## config.mk

```make
export PLATFORM = sky130hd
export DESIGN_NAME = byte_linecoder
export DESIGN_NICKNAME = d
export VERILOG_FILES = /design/src/rtl/linecode_pkg.sv /design/src/rtl/lc_kcheck.sv /design/src/rtl/lc_sub6.sv /design/src/rtl/lc_sub4.sv /design/src/rtl/byte_linecoder.sv
export SDC_FILE = /design/constraint.sdc
export NUM_CORES = 1
export LEC_CHECK = 0
export CORE_ASPECT_RATIO = 0.8
export CORE_MARGIN = 2
export CORE_UTILIZATION = 54
export DETAILED_ROUTE_END_ITERATION = 10
export DONT_BUFFER_PORTS = 1
export GPL_TIMING_DRIVEN = 0
export PLACE_DENSITY = 0.76
export SLEW_MARGIN = 40
export SYNTH_ARGS = -nofsm -noshare
export SYNTH_HDL_FRONTEND = slang
export SYNTH_SLANG_ARGS = --single-unit
```

## constraint.sdc

```tcl
create_clock -name clk -period 26.9 [get_ports clk]
set_clock_uncertainty 0.2 [all_clocks]
set_input_delay 6.725 -clock clk [delete_from_list [all_inputs] [get_ports clk]]
set_output_delay 6.725 -clock clk [all_outputs]
set_load 0.03 [all_outputs]
```

## src/rtl/linecode_pkg.sv

```systemverilog
package linecode_pkg;

   typedef enum logic {
      RD_NEG = 1'b0,
      RD_POS = 1'b1
   } rd_e;

   typedef enum logic [1:0] {
      BAL_AUTO  = 2'b00,
      BAL_PLUS  = 2'b01,
      BAL_MINUS = 2'b10,
      BAL_RSVD  = 2'b11
   } bal_e;

   localparam int unsigned LC_SUB6_W  = 6;
   localparam int unsigned LC_SUB4_W  = 4;
   localparam logic [4:0]  LC_KX_MAIN = 5'd28;

   // table entries are written first-sent bit on the left; flip to word order
   function automatic logic [LC_SUB6_W-1:0] lc_flip6(input logic [LC_SUB6_W-1:0] v);
      logic [LC_SUB6_W-1:0] r;
      for (int i = 0; i < LC_SUB6_W; i++) r[i] = v[LC_SUB6_W-1-i];
      return r;
   endfunction

   function automatic logic [LC_SUB4_W-1:0] lc_flip4(input logic [LC_SUB4_W-1:0] v);
      logic [LC_SUB4_W-1:0] r;
      for (int i = 0; i < LC_SUB4_W; i++) r[i] = v[LC_SUB4_W-1-i];
      return r;
   endfunction

   function automatic rd_e lc_invert(input rd_e v);
      return (v == RD_NEG) ? RD_POS : RD_NEG;
   endfunction

endpackage

```

## src/rtl/lc_kcheck.sv

```systemverilog
module lc_kcheck
   import linecode_pkg::*;
#(
   parameter int unsigned N_Y7 = 4
)(
   input  logic [4:0] x_i,
   input  logic [2:0] y_i,
   output logic       legal_o
);
   localparam logic [4:0] Y7_X [N_Y7] = '{5'd23, 5'd27, 5'd29, 5'd30};

   logic [N_Y7-1:0] hit;

   for (genvar g = 0; g < N_Y7; g++) begin : g_y7
      assign hit[g] = (x_i == Y7_X[g]);
   end

   assign legal_o = (x_i == LC_KX_MAIN) || ((y_i == 3'd7) && (|hit));
endmodule

```

## src/rtl/lc_sub6.sv

```systemverilog
module lc_sub6
   import linecode_pkg::*;
(
   input  logic [4:0]           x_i,
   input  logic                 k_i,
   input  rd_e                  rd_i,
   output logic [LC_SUB6_W-1:0] code_o,
   output rd_e                  rd_o
);
   logic [LC_SUB6_W-1:0] neg_col;
   logic                 unbal;
   logic                 swap;

   always_comb begin
      unique case (x_i)
         5'd0 : neg_col = 6'b100111;
         5'd1 : neg_col = 6'b011101;
         5'd2 : neg_col = 6'b101101;
         5'd3 : neg_col = 6'b110001;
         5'd4 : neg_col = 6'b110101;
         5'd5 : neg_col = 6'b101001;
         5'd6 : neg_col = 6'b011001;
         5'd7 : neg_col = 6'b111000;
         5'd8 : neg_col = 6'b111001;
         5'd9 : neg_col = 6'b100101;
         5'd10: neg_col = 6'b010101;
         5'd11: neg_col = 6'b110100;
         5'd12: neg_col = 6'b001101;
         5'd13: neg_col = 6'b101100;
         5'd14: neg_col = 6'b011100;
         5'd15: neg_col = 6'b010111;
         5'd16: neg_col = 6'b011011;
         5'd17: neg_col = 6'b100011;
         5'd18: neg_col = 6'b010011;
         5'd19: neg_col = 6'b110010;
         5'd20: neg_col = 6'b001011;
         5'd21: neg_col = 6'b101010;
         5'd22: neg_col = 6'b011010;
         5'd23: neg_col = 6'b111010;
         5'd24: neg_col = 6'b110011;
         5'd25: neg_col = 6'b100110;
         5'd26: neg_col = 6'b010110;
         5'd27: neg_col = 6'b110110;
         5'd28: neg_col = k_i ? 6'b001111 : 6'b001110;
         5'd29: neg_col = 6'b101110;
         5'd30: neg_col = 6'b011110;
         default: neg_col = 6'b101011;
      endcase
   end

   assign unbal  = ($countones(neg_col) != 3);
   assign swap   = (unbal || (x_i == 5'd7)) && (rd_i == RD_POS);
   assign code_o = lc_flip6(swap ? ~neg_col : neg_col);
   assign rd_o   = unbal ? lc_invert(rd_i) : rd_i;
endmodule

```

## src/rtl/lc_sub4.sv

```systemverilog
module lc_sub4
   import linecode_pkg::*;
(
   input  logic [2:0]           y_i,
   input  logic [4:0]           x_i,
   input  logic                 k_i,
   input  rd_e                  rd_i,
   output logic [LC_SUB4_W-1:0] code_o
);
   logic [LC_SUB4_W-1:0] neg_col;
   logic                 alt7;
   logic                 swap;

   always_comb begin
      alt7 = 1'b0;
      if (y_i == 3'd7 && !k_i) begin
         if (rd_i == RD_NEG)
            alt7 = (x_i == 5'd17) || (x_i == 5'd18) || (x_i == 5'd20);
         else
            alt7 = (x_i == 5'd11) || (x_i == 5'd13) || (x_i == 5'd14);
      end
   end

   always_comb begin
      unique case (y_i)
         3'd0:    neg_col = 4'b1011;
         3'd1:    neg_col = k_i ? 4'b0110 : 4'b1001;
         3'd2:    neg_col = k_i ? 4'b1010 : 4'b0101;
         3'd3:    neg_col = 4'b1100;
         3'd4:    neg_col = 4'b1101;
         3'd5:    neg_col = k_i ? 4'b0101 : 4'b1010;
         3'd6:    neg_col = k_i ? 4'b1001 : 4'b0110;
         default: neg_col = (k_i || alt7) ? 4'b0111 : 4'b1110;
      endcase
   end

   assign swap   = (($countones(neg_col) != 2) || (y_i == 3'd3) || k_i) && (rd_i == RD_POS);
   assign code_o = lc_flip4(swap ? ~neg_col : neg_col);
endmodule

```

## src/rtl/byte_linecoder.sv

```systemverilog
module byte_linecoder
   import linecode_pkg::*;
#(
   parameter int unsigned BYTE_W       = 8,
   parameter bit          RESET_RD_POS = 1'b0,
   parameter logic [2:0]  IDLE_Y       = 3'd5
)(
   input  logic                         clk,
   input  logic                         rst_n,
   input  logic                         in_valid,
   input  logic                         in_ctrl,
   input  logic [BYTE_W-1:0]            in_byte,
   input  logic [1:0]                   in_bal,
   output logic [BYTE_W+BYTE_W/4-1:0]   code_word,
   output logic                         ctrl_err
);
   localparam int unsigned CODE_W  = BYTE_W + BYTE_W/4;
   localparam int unsigned X_W     = 5;
   localparam int unsigned ONES_W  = $clog2(CODE_W + 1);
   localparam int unsigned HALF_W  = CODE_W / 2;
   localparam rd_e         RD_INIT = RESET_RD_POS ? RD_POS : RD_NEG;

   if (BYTE_W != 8) begin : g_bad_byte_w
      $error("byte_linecoder: BYTE_W must be 8");
   end
   if (!(IDLE_Y == 3'd1 || IDLE_Y == 3'd5 || IDLE_Y == 3'd7)) begin : g_bad_idle
      $error("byte_linecoder: IDLE_Y must name a comma character");
   end

   rd_e                 rd_q;
   rd_e                 rd_eff;
   rd_e                 rd_mid;
   rd_e                 rd_next;
   bal_e                bal_c;
   logic                k_legal;
   logic                bad_k;
   logic                use_idle;
   logic [BYTE_W-1:0]   sel_byte;
   logic                sel_k;
   logic [LC_SUB6_W-1:0] sub6;
   logic [LC_SUB4_W-1:0] sub4;
   logic [CODE_W-1:0]   word_c;
   logic [ONES_W-1:0]   ones_c;

   lc_kcheck u_kcheck (
      .x_i     (in_byte[X_W-1:0]),
      .y_i     (in_byte[BYTE_W-1:X_W]),
      .legal_o (k_legal)
   );

   assign bad_k    = in_valid && in_ctrl && !k_legal;
   assign use_idle = !in_valid || bad_k;
   assign sel_byte = use_idle ? {IDLE_Y, LC_KX_MAIN} : in_byte;
   assign sel_k    = use_idle || in_ctrl;
   assign bal_c    = bal_e'(in_bal);

   // forcing applies only to a character the user actually supplied
   always_comb begin
      rd_eff = rd_q;
      if (!use_idle) begin
         unique case (bal_c)
            BAL_PLUS:  rd_eff = RD_NEG;
            BAL_MINUS: rd_eff = RD_POS;
            default:   rd_eff = rd_q;
         endcase
      end
   end

   lc_sub6 u_sub6 (
      .x_i    (sel_byte[X_W-1:0]),
      .k_i    (sel_k),
      .rd_i   (rd_eff),
      .code_o (sub6),
      .rd_o   (rd_mid)
   );

   lc_sub4 u_sub4 (
      .y_i    (sel_byte[BYTE_W-1:X_W]),
      .x_i    (sel_byte[X_W-1:0]),
      .k_i    (sel_k),
      .rd_i   (rd_mid),
      .code_o (sub4)
   );

   assign word_c = {sub4, sub6};
   assign ones_c = ONES_W'($countones(word_c));

   always_comb begin
      if (ones_c > ONES_W'(HALF_W))      rd_next = RD_POS;
      else if (ones_c < ONES_W'(HALF_W)) rd_next = RD_NEG;
      else                               rd_next = rd_q;
   end

   always_ff @(posedge clk) begin
      if (!rst_n) begin
         rd_q      <= RD_INIT;
         code_word <= '0;
         ctrl_err  <= 1'b0;
      end else begin
         rd_q      <= rd_next;
         code_word <= word_c;
         ctrl_err  <= bad_k;
      end
   end
endmodule

```

### Yosys cells after proc, flatten, opt, wreduce, memory -nomap -nowiden

Index checks and enable logic that the tools add are counted.

| storage, ports and cells | value |
|---|---|
| register bits after elaboration | 12 |
| word-level logic and storage cells | 114 |
| output and inout bits | 11 |
| bits of input ports | 14 |

| operators by class | value |
|---|---|
| bitwise operators | 2 |
| equal/unequal tests | 47 |
| multiplexer cells | 19 |
| reduce and logical (&&, ||, !) cells | 24 |
| add/sub/neg operators | 17 |
| magnitude comparators | 2 |

Operators by type and width:

| kind | number |
|---|---|
| 6-bit case mux with 31 select lines | 1 |
| 5-bit equality test, second input constant | 20 |
| 32-bit adder | 3 |
| 32-bit by 3-bit != test with 1-bit output, second input constant | 2 |
| 5-bit by 4-bit equality test with 1-bit output, second input constant | 8 |
| 4-bit case mux with 7 select lines | 1 |
| 4-bit 2-to-1 mux | 6 |
| 1-bit by 1-bit adder with 2-bit output | 10 |
| 5-bit by 3-bit equality test with 1-bit output, second input constant | 4 |
| 3-bit equality test, second input constant | 5 |
| 1-bit logical OR | 11 |
| 5-bit by 2-bit equality test with 1-bit output, second input constant | 2 |
| 1-bit 2-to-1 mux | 8 |
| 8-bit 2-to-1 mux | 1 |
| 2-bit by 2-bit adder with 3-bit output | 2 |
| 3-bit by 2-bit equality test with 1-bit output, second input constant | 2 |
| 1-bit logical AND | 6 |
| 6-bit 2-to-1 mux | 1 |
| 6-bit NOT | 1 |
| 5-bit by 1-bit equality test with 1-bit output, second input constant | 1 |
| 5-bit zero test | 1 |
| 3-bit by 3-bit adder with 4-bit output | 1 |
| 4-bit by 2-bit adder with 4-bit output | 1 |
| 4-bit by 3-bit greater-than comparator with 1-bit output, second input constant | 1 |
| 10 further kinds | 12 |

### Longest topological paths before layout

Gate-level depths: netlist (run 1).

| logic depth | value |
|---|---|
| depth after elaboration | 34 |
| gate-level depth with buffers | 37 |
| gate-level depth less buffers | 35 |

### Hierarchy

A second synthesis (run 1) with hierarchy kept.

| unflattened totals | value |
|---|---|
| cell total of the unflattened synthesis | 178 |
| area, all modules | 1521.5 sq um |

Modules (own cells, without submodules):

| module | times used | cells each | area an instance (sq um) | sequential area each (sq um) |
|---|---|---|---|---|
| byte_linecoder | 1 | 70 | 663.1 | 240.2 |
| lc_sub6 | 1 | 68 | 540.5 | 0.0 |
| lc_sub4 | 1 | 33 | 267.8 | 0.0 |
| lc_kcheck | 1 | 7 | 50.0 | 0.0 |

### Worst setup path before layout (run 1)

No wires, ideal clock.

| timing path | value |
|---|---|
| kind | input-to-reg |
| start | input port in_byte[0] |
| end | register rd_q |
| buffers on the path | 2 |
| setup slack | 12688 ps |
| cell stages on the path | 34 |
| data required time | 26579 ps |
| arrival time | 13891 ps |
| library setup time | 121 ps |
| cell sequence | buf_4 and2_4 buf_6 o2111ai_4 and3_1 a31oi_1 inv_1 ha_1 fa_1 ha_1 nor4b_4 and2_1 nand2_1 a211oi_4 o31a_1 inv_1 ha_1 ha_1 fa_1 nand2b_1 o41ai_1 a21oi_1 nor2_4 xor2_1 fa_1 fa_1 inv_1 fa_1 ha_1 fa_1 a21oi_1 nor2_1 a21oi_1 nor2_1 |

| on the way | value |
|---|---|
| cells in the longest elaborated chain, start to end | 33 |
| elaborated cells on any way between the ends | 104 |
| classes of those cells | 17 x add/sub; 2 x order compare; 44 x eq/ne; 17 x mux; 2 x bitwise; 22 x reduce/logical |

RTL lines:

| element | RTL line | text |
|---|---|---|
| start, declared | byte_linecoder.sv:12 | `input logic [BYTE_W-1:0] in_byte,` |
| 5-bit equality test | lc_kcheck.sv:15 | `assign hit[g] = (x_i == Y7_X[g]);` |
| 4-bit OR reduction | lc_kcheck.sv:18 | `assign legal_o = (x_i == LC_KX_MAIN) \|\| ((y_i == 3'd7) && (\|hit));` |
| 1-bit logical AND | lc_kcheck.sv:18 |  |
| 1-bit logical OR | lc_kcheck.sv:18 |  |
| 1-bit zero test | byte_linecoder.sv:51 | `assign bad_k = in_valid && in_ctrl && !k_legal;` |
| 1-bit logical AND | byte_linecoder.sv:51 |  |
| 1-bit logical OR | byte_linecoder.sv:52 | `assign use_idle = !in_valid \|\| bad_k;` |
| 8-bit 2-to-1 mux / 1-bit logical OR (equally long branches) | byte_linecoder.sv:53, byte_linecoder.sv:54 |  |
| [17 not listed] | n/a |  |
| 1-bit logical AND | lc_sub4.sv:37 | `assign swap = (($countones(neg_col) != 2) \|\| (y_i == 3'd3) \|\| k_i) && (rd_i == RD_POS);` |
| 4-bit 2-to-1 mux | lc_sub4.sv:38 | `assign code_o = lc_flip4(swap ? ~neg_col : neg_col);` |
| 1-bit by 1-bit adder with 2-bit output (not written as such) | byte_linecoder.sv:86 | `assign ones_c = ONES_W'($countones(word_c));` |
| 2-bit by 2-bit adder with 3-bit output (not written as such) | byte_linecoder.sv:86 |  |
| 3-bit by 3-bit adder with 4-bit output (not written as such) | byte_linecoder.sv:86 |  |
| 4-bit by 2-bit adder with 4-bit output (not written as such) * | byte_linecoder.sv:86 |  |
| 4-bit by 3-bit greater-than comparator with 1-bit output / 4-bit by 3-bit less-than comparator with 1-bit output (equally long branches) | byte_linecoder.sv:89, byte_linecoder.sv:90 |  |
| 1-bit 2-to-1 mux / 2-bit nonzero test (equally long branches) | n/a |  |
| end signal, assigned | byte_linecoder.sv:100 | `rd_q <= rd_next;` |
| end, declared | byte_linecoder.sv:30 | `rd_e rd_q;` |

Every way passes the cells marked *; elsewhere a longest branch is shown, timed or not.
A chain may end at the register's enable or synchronous reset.

### Worst setup path in the final report (run 1)

| timing path | value |
|---|---|
| start | input port in_byte[3] |
| end | register rd_q |

The elaborated chain is that of the path after synthesis.

==> results of run 1 <==
## path summary, 6_finish.rpt
check / start / endpoint / slack, ps
min reg2reg: rd_q$_SDFFE_PN0P_ / rd_q$_SDFFE_PN0P_ / 450
max: in_byte[3] / rd_q$_SDFFE_PN0P_ / 12110
max reg2reg: rd_q$_SDFFE_PN0P_ / rd_q$_SDFFE_PN0P_ / 20950
min: rd_q$_SDFFE_PN0P_ / rd_q$_SDFFE_PN0P_ / 450
## area by class of cell
cell class / instances / area share (%)
clock buffers: 3 / 2.22
plain buffers: 16 / 4.97
inverters: 19 / 3.83
well taps: 40 / 2.69
flip-flops and latches: 12 / 12.9
multi-input cells: 178 / 73.4
## cells in the mapped netlist (2+ instances only)
cell type   n
a21oi_1    20
inv_1      19
nor2_1     19
nand2_1    17
o21ai_0    13
dfxtp_1    12
ha_1       11
fa_1        8
xor2_1      7
clkbuf_1    6
a31oi_1     5
buf_2       5
nor2b_1     5
nor3_1      5
xnor2_1     5
and2_1      4
nand2b_1    4
nand3_1     4
buf_6       3
o22ai_1     3
a21o_1      2
a21oi_2     2
and3_1      2
nand4_1     2
nand4b_1    2
o2111ai_1   2
o21bai_1    2
o2bb2ai_1   2
## metrics by stage
| stage | area [sq um] | cells | hold WS [ps] |
|---|---|---|---|
| 2_1_floorplan | 1770 | 225 | 374 |
| 3_3_place_gp | 1820 | 265 | 416 |
| 3_5_place_dp | 1820 | 265 | 443 |
| 4_1_cts | 1860 | 268 | 458 |
| 5_1_grt | 1860 | 268 | 578 |
| 6_report | 1860 | 268 | 449 |
## registers in the layout, summed over array words and instances, names as in the netlist
| signal | flops |
|---|---|
| code_word | 10 |
| ctrl_err | 1 |
| rd_q | 1 |
## kinds of logic (layout without fill, tap and decap cells)
| logic type | count (synthesis) | count (layout) | share of synthesized area, % |
|---|---|---|---|
| fa+ha+maj | 19 | 19 | 16.8 |
| flops | 12 | 12 | 13.6 |
| simple gates | 78 | 78 | 25.1 |
| compound gates | 69 | 69 | 29.4 |
| xor+xnor | 12 | 12 | 5.93 |
| buf+inv | 35 | 38 | 9.25 |
## critical path: cells and delay by family
kind                     cells  cell delay, ps
adder cells (fa/ha/maj)     11            3970
AO/OA/AOI/OAI                9            1760
AND/OR/NAND/NOR              8            1280
buffers and inverters        5             710
XOR/XNOR                     1             270
## layer usage
metal  track usage, %  vias up
met2             35.5       47
li1                 -      799
met5                0        -
met3             3.87        0
met1             35.0      742
met4             2.29        0
## power groups by stage
stage | clock [mW] | combinational (mW) | sequential, mW
2_1_floorplan | 0 | 0.0929 | 0.0316
3_3_place_gp | 0 | 0.109 | 0.0321
3_5_place_dp | 0 | 0.110 | 0.0322
4_1_cts | 0.0158 | 0.111 | 0.0318
5_1_grt | 0.0173 | 0.132 | 0.0322
6_report | 0.0157 | 0.110 | 0.0317
==> key figures, run 1 <==
Floorplan
  • Die W: 68.0 um
  • Top Ports: 25
  • FP Rows: 18
  • Placeable Area: 3110 sq um
  • Die Y: 55.2 um
  • Die ar.: 3760 sq um
  • Initial core utilization: 57.0%

Final layout
  • Area of the multi-input gates: 1370 sq um
  • Register area: 240 sq um
  • Most frequent cells in the layout: a21oi_1 (20), inv_1 (19), nor2_1 (19)
  • Ant. Diodes: 0
  • Layout Nets: 263
  • Filler Cell Count: 290
  • Synthesis-to-finish area growth: 5.16%
  • Utilization after layout: 59.9%
  • Most common cell after layout, fill and taps aside: a21oi_1
  • Share of layout cells above drive strength 1: 13.6%

Clock network
  • Max clock buf depth: 2
  • Register clock-pin slew on the reported worst setup and hold paths: 50 ps
  • Clock Root Buffer: clkbuf_8
  • Num CTS Buffers: 3
  • CTS tree: done
  • CTS H-Tree Depth: 1
  • CTS Hold Bufs: 0
  • # resized after CTS: 0
  • Clock latency of the later-clocked register in the worst-skew pair: 230 ps
  • Post-CTS Setup Bufs: 0
  • Sink Count: 12

Yosys
  • Synth area leader: dfxtp_1
  • Post-synth ARST share: 0%
  • Area contributors post-synth: dfxtp_1 (14%), fa_1 (9.0%), ha_1 (7.8%), a21oi_1 (5.6%), inv_1 (4.0%)
  • Yosys cell types: 62
  • Synth Register Bits: 12
  • Main flop type after synthesis: dfxtp_1
  • Area share of the largest cell type after synthesis: 13.6%
  • Gate Count Post-Synth: 225
  • Syn avg cell area: 7.87 sq um
  • Synthesized cell area: 1770 sq um
  • Register area share after synthesis: 13.6%
  • Number of synthesized flops with an enable pin: 0
  • Syn Nets: 258
  • Yosys warns: 0

Route
  • Initial drt markers: 98
  • Total wire length: 3.94 mm
  • DRT antenna net count: 0
  • WL met3: 203 um
  • Met2 WL: 1.82 mm
  • Vias per inst: 5.93
  • First-pass iteration count of the detailed router: 5
  • Per-cell routed wire length: 14.7 um
  • Length of routed wiring on met1: 1.91 mm
  • Remaining DRCs: 0
  • Via Count: 1588
  • DR top layer: met3

Timing
  • Pins Over Slew Limit: 0
  • Period utilization: 55.0%
  • Clock period minus worst slack: 14790 ps
  • Setup TNS Final: 0 ps
  • Worst Setup Slack, final: 12110 ps
  • Slew HR: 55.3%
  • Fmax: 67.6 MHz
  • Worst-Margin Slew: 663 ps
  • Final hold vios: 0
  • RSZ-0062 raised after global routing: no
  • # setup viols final: 0

GRT
  • Vias in the first global route: 1493
  • Global route overflow: 0
  • Largest net degree at the start of global routing: 11
  • Global-route wire length before repair: 6.96 mm
  • Initial antenna violation count: 0
  • GRT Util Overall: 23.1%

Hold path
  • Hold path depth: 4
  • Hold Crit Class: flip-flop to flip-flop

Worst setup path
  • Crit path DAT: 14710 ps
  • Max stage delay cell, worst path: fa_1
  • Crit path required time: 26820 ps
  • Crit end category: flip-flop
  • Largest fanout on the critical path: 10
  • CP Launch Type: primary input
  • Cell mode on critical path: fa_1
  • Critical setup path kind: primary input to flip-flop
  • R2R depth: 23
  • Max stage delay on crit path: 490 ps

Pwr
  • Total power: 0.158 mW
  • Clock share of power: 9.9%
  • Combinational share of power: 70.0%
  • Internal power: 0.0844 mW
  • Sequential Power Share: 20.1%
  • Sw Ratio: 46.6%
  • Pwr dens: 84.7 nW/um^2
  • Psw: 0.0735 mW
  • P_leak: 0.737 nW
  • Maximum VDD drop: 0.0000664 V

Place
  • Dpl ws: 11930 ps
  • DPL Wire Length: 3.20 mm
  • Input/output buffers: 0
  • RD Place Congestion: 0.897

Run status
  • Status: completed

Run
  • Max-cap violations: 0
Power figures use the tool's default switching activity.
==> run 2: changes to the inputs <==
--- a/config.mk
+++ b/config.mk
@@ -5,6 +5,7 @@
 export SDC_FILE = /design/constraint.sdc
 export NUM_CORES = 1
 export LEC_CHECK = 0
+export ABC_AREA = 1
 export CORE_ASPECT_RATIO = 0.8
 export CORE_MARGIN = 2
 export CORE_UTILIZATION = 54
==> constraint.sdc (replaced) <==
create_clock -name clk -period 14.5 [get_ports clk]
set_clock_uncertainty 0.2 [all_clocks]
set_input_delay 3.625 -clock clk [delete_from_list [all_inputs] [get_ports clk]]
set_output_delay 3.625 -clock clk [all_outputs]
set_load 0.03 [all_outputs]
==> run 2 against run 1 <==
  * Global-route usage is essentially flat
  * Die area grew 3.6%
  * Flip-flop and latch count is the same
  * Setup slack lost 9000 ps
  * Clock-buffer cell count is the same
  * Sequential share of layout area shrank 0.46 points
  * Synthesized cell count grew 39%
  * Wire length grew 8.4%
  * Critical path depth grew 9
  * Cell area grew 3.7%
  * Highest routed layer unchanged
==> key figures, run 2 <==
Hold path
  • Hold Path Sink: rd_q$_SDFFE_PN0P_
  • Hold path depth: 3
  • Hold Crit Class: flip-flop to flip-flop
  • Worst Hold Launch: rd_q$_SDFFE_PN0P_

Final layout
  • Most common cell after layout, fill and taps aside: nand2_1
  • Synthesis-to-finish area growth: 4.96%
  • Register area: 240 sq um
  • Top reg by flops: code_word
  • Area of the multi-input gates: 1370 sq um
  • Number of flip-flops in the largest register: 10
  • Layout Nets: 351
  • Most frequent cells in the layout: nand2_1 (80), nor2_1 (54), inv_1 (49)
  • Fin area: 1930 sq um
  • Ant. Diodes: 0
  • Biggest registers after layout: code_word: 10 flops, ctrl_err: 1 flops, rd_q: 1 flops
  • Share of layout cells above drive strength 1: 8.54%
  • Utilization after layout: 60.8%
  • Filler Cell Count: 322

Run
  • Max-cap violations: 0

Timing
  • Worst-Margin Slew: 574 ps
  • Period utilization: 78.7%
  • # setup viols final: 0
  • Slew HR: 61.6%
  • RSZ-0062 raised after global routing: no
  • Fmax: 87.6 MHz
  • Final hold vios: 0
  • Setup TNS Final: 0 ps
  • Pins Over Slew Limit: 0
  • Clock period minus worst slack: 11420 ps

Place
  • Post-DP Area: 1890 sq um
  • RD Place Congestion: 0.926
  • DPL Wire Length: 3.67 mm
  • Input/output buffers: 0

GRT
  • Global-route wire length before repair: 7.56 mm
  • GRT Util Overall: 23.1%
  • Vias in the first global route: 1689
  • Global route overflow: 0
  • Largest net degree at the start of global routing: 11
  • Initial antenna violation count: 0

Pwr
  • Pwr dens: 162 nW/um^2
  • Maximum VDD drop: 0.000144 V
  • P_leak: 1.08 nW

Worst setup path
  • Critical setup path kind: primary input to flip-flop
  • Crit end category: flip-flop
  • R2r setup slk: 8700 ps
  • Crit path DAT: 11380 ps
  • Cell mode on critical path: nand2_1
  • Max stage delay on crit path: 520 ps
  • Max stage delay cell, worst path: fa_1
  • Crit path max-delay family: adder cells
  • Largest fanout on the critical path: 7
  • CP Launch Type: primary input
  • Reg-to-reg endpoint: rd_q$_SDFFE_PN0P_
  • R2R depth: 29
  • Worst path bufs/invs: 7
  • Crit path required time: 14460 ps
  • Reg2reg start: rd_q$_SDFFE_PN0P_

Yosys
  • Yosys warns: 0
  • Area share of the largest cell type after synthesis: 16.3%
  • Synthesized cell area: 1840 sq um
  • Register area share after synthesis: 13.1%
  • Gate Count Post-Synth: 313
  • Post-synth top cells: nand2_1 (80), nor2_1 (54), inv_1 (49), nand3_1 (29)
  • Most frequent cell after synthesis: nand2_1
  • Post-synth ARST share: 0%
  • Yosys cell types: 36
  • Synth Register Bits: 12
  • Number of synthesized flops with an enable pin: 0
  • Syn avg cell area: 5.88 sq um
  • Area contributors post-synth: nand2_1 (16%), dfxtp_1 (13%), nor2_1 (11%), inv_1 (10%), fa_1 (8.7%)
  • Main flop type after synthesis: dfxtp_1
  • Syn Nets: 346
  • Synth area leader: nand2_1

Floorplan
  • Placeable Area: 3180 sq um
  • FP Rows: 18
  • Initial core utilization: 58.0%
  • Die ar.: 3890 sq um
  • Die W: 69.3 um
  • Top Ports: 25
  • Die Y: 56.2 um

Run status
  • Status: completed

Route
  • Total wire length: 4.27 mm
  • Per-cell routed wire length: 12.0 um
  • Vias per inst: 5.36
  • Remaining DRCs: 0
  • DRT antenna net count: 0
  • First-pass iteration count of the detailed router: 4
  • Initial drt markers: 200
  • Via Count: 1907

Clock network
  • Post-CTS Setup Bufs: 0
  • CTS H-Tree Depth: 1
  • CTS tree: done
  • Max clock buf depth: 2
  • Clock latency of the later-clocked register in the worst-skew pair: 230 ps
  • Num CTS Buffers: 3
  • # resized after CTS: 0
  • Register clock-pin slew on the reported worst setup and hold paths: 50 ps
  • Sink Count: 12
  • Clock Root Buffer: clkbuf_8
  • CTS Hold Bufs: 0
-- run 2: how the worst max path moves through the flow --
stage | start | to | cells past startpoint
final | in_byte[1] | rd_q$_SDFFE_PN0P_ | 43
after global routing | in_byte[4] | rd_q$_SDFFE_PN0P_ | 42
after CTS | in_byte[4] | rd_q$_SDFFE_PN0P_ | 42
after detailed placement | in_byte[4] | rd_q$_SDFFE_PN0P_ | 42
after global placement | in_byte[4] | rd_q$_SDFFE_PN0P_ | 42
after floorplan | in_byte[4] | rd_q$_SDFFE_PN0P_ | 44
-- run 2: final cells by class --
type	instances	area share, %
buffer	6	1.88
clock buffer	3	2.14
inverter	51	9.91
multi-input combinational	244	71.0
sequential	12	12.4
tap	40	2.59
-- run 2: worst reg2reg max path, delay by kind of cell, from the launching register on --
kind	cells	cell delay, ps
flops	1	340
compound gates	3	230
fa+ha+maj	8	3110
simple gates	14	1580
buf+inv	4	270
-- run 2: metrics by stage --
step / instances / hold slack, ps / power, mW / setup slack (ps)
CTS: 356 / 439 / 0.312 / 3110
detailed placement: 353 / 432 / 0.284 / 2910
global placement: 353 / 454 / 0.278 / 2910
global route: 356 / 504 / 0.363 / 2410
finish: 356 / 443 / 0.312 / 3080
floorplan: 313 / 387 / 0.244 / 3590
-- run 2: power by group --
group,internal (mW),switching [mW]
Clock,0.0181,0.00964
Sequential,0.0429,0.0188
Combinational,0.100,0.122
Total,0.161,0.151
-- run 2: cells by family after synthesis --
group                      synth area share, %
DFF                                       13.1
buffers and inverters                     12.4
and+or+nand+nor                           50.4
AOI/OAI and AO/OA                         6.53
adders and majority gates                 16.2
xor gates and xnor gates                  1.43
-- run 2: routing by layer --
metal,global-route usage (%),share of wire (%),vias up
met4,0.840,0,0
met3,3.44,7.5,0
met1,36.6,52,835
met2,34.5,40,72
met5,0,0,-
li1,-,-,1000
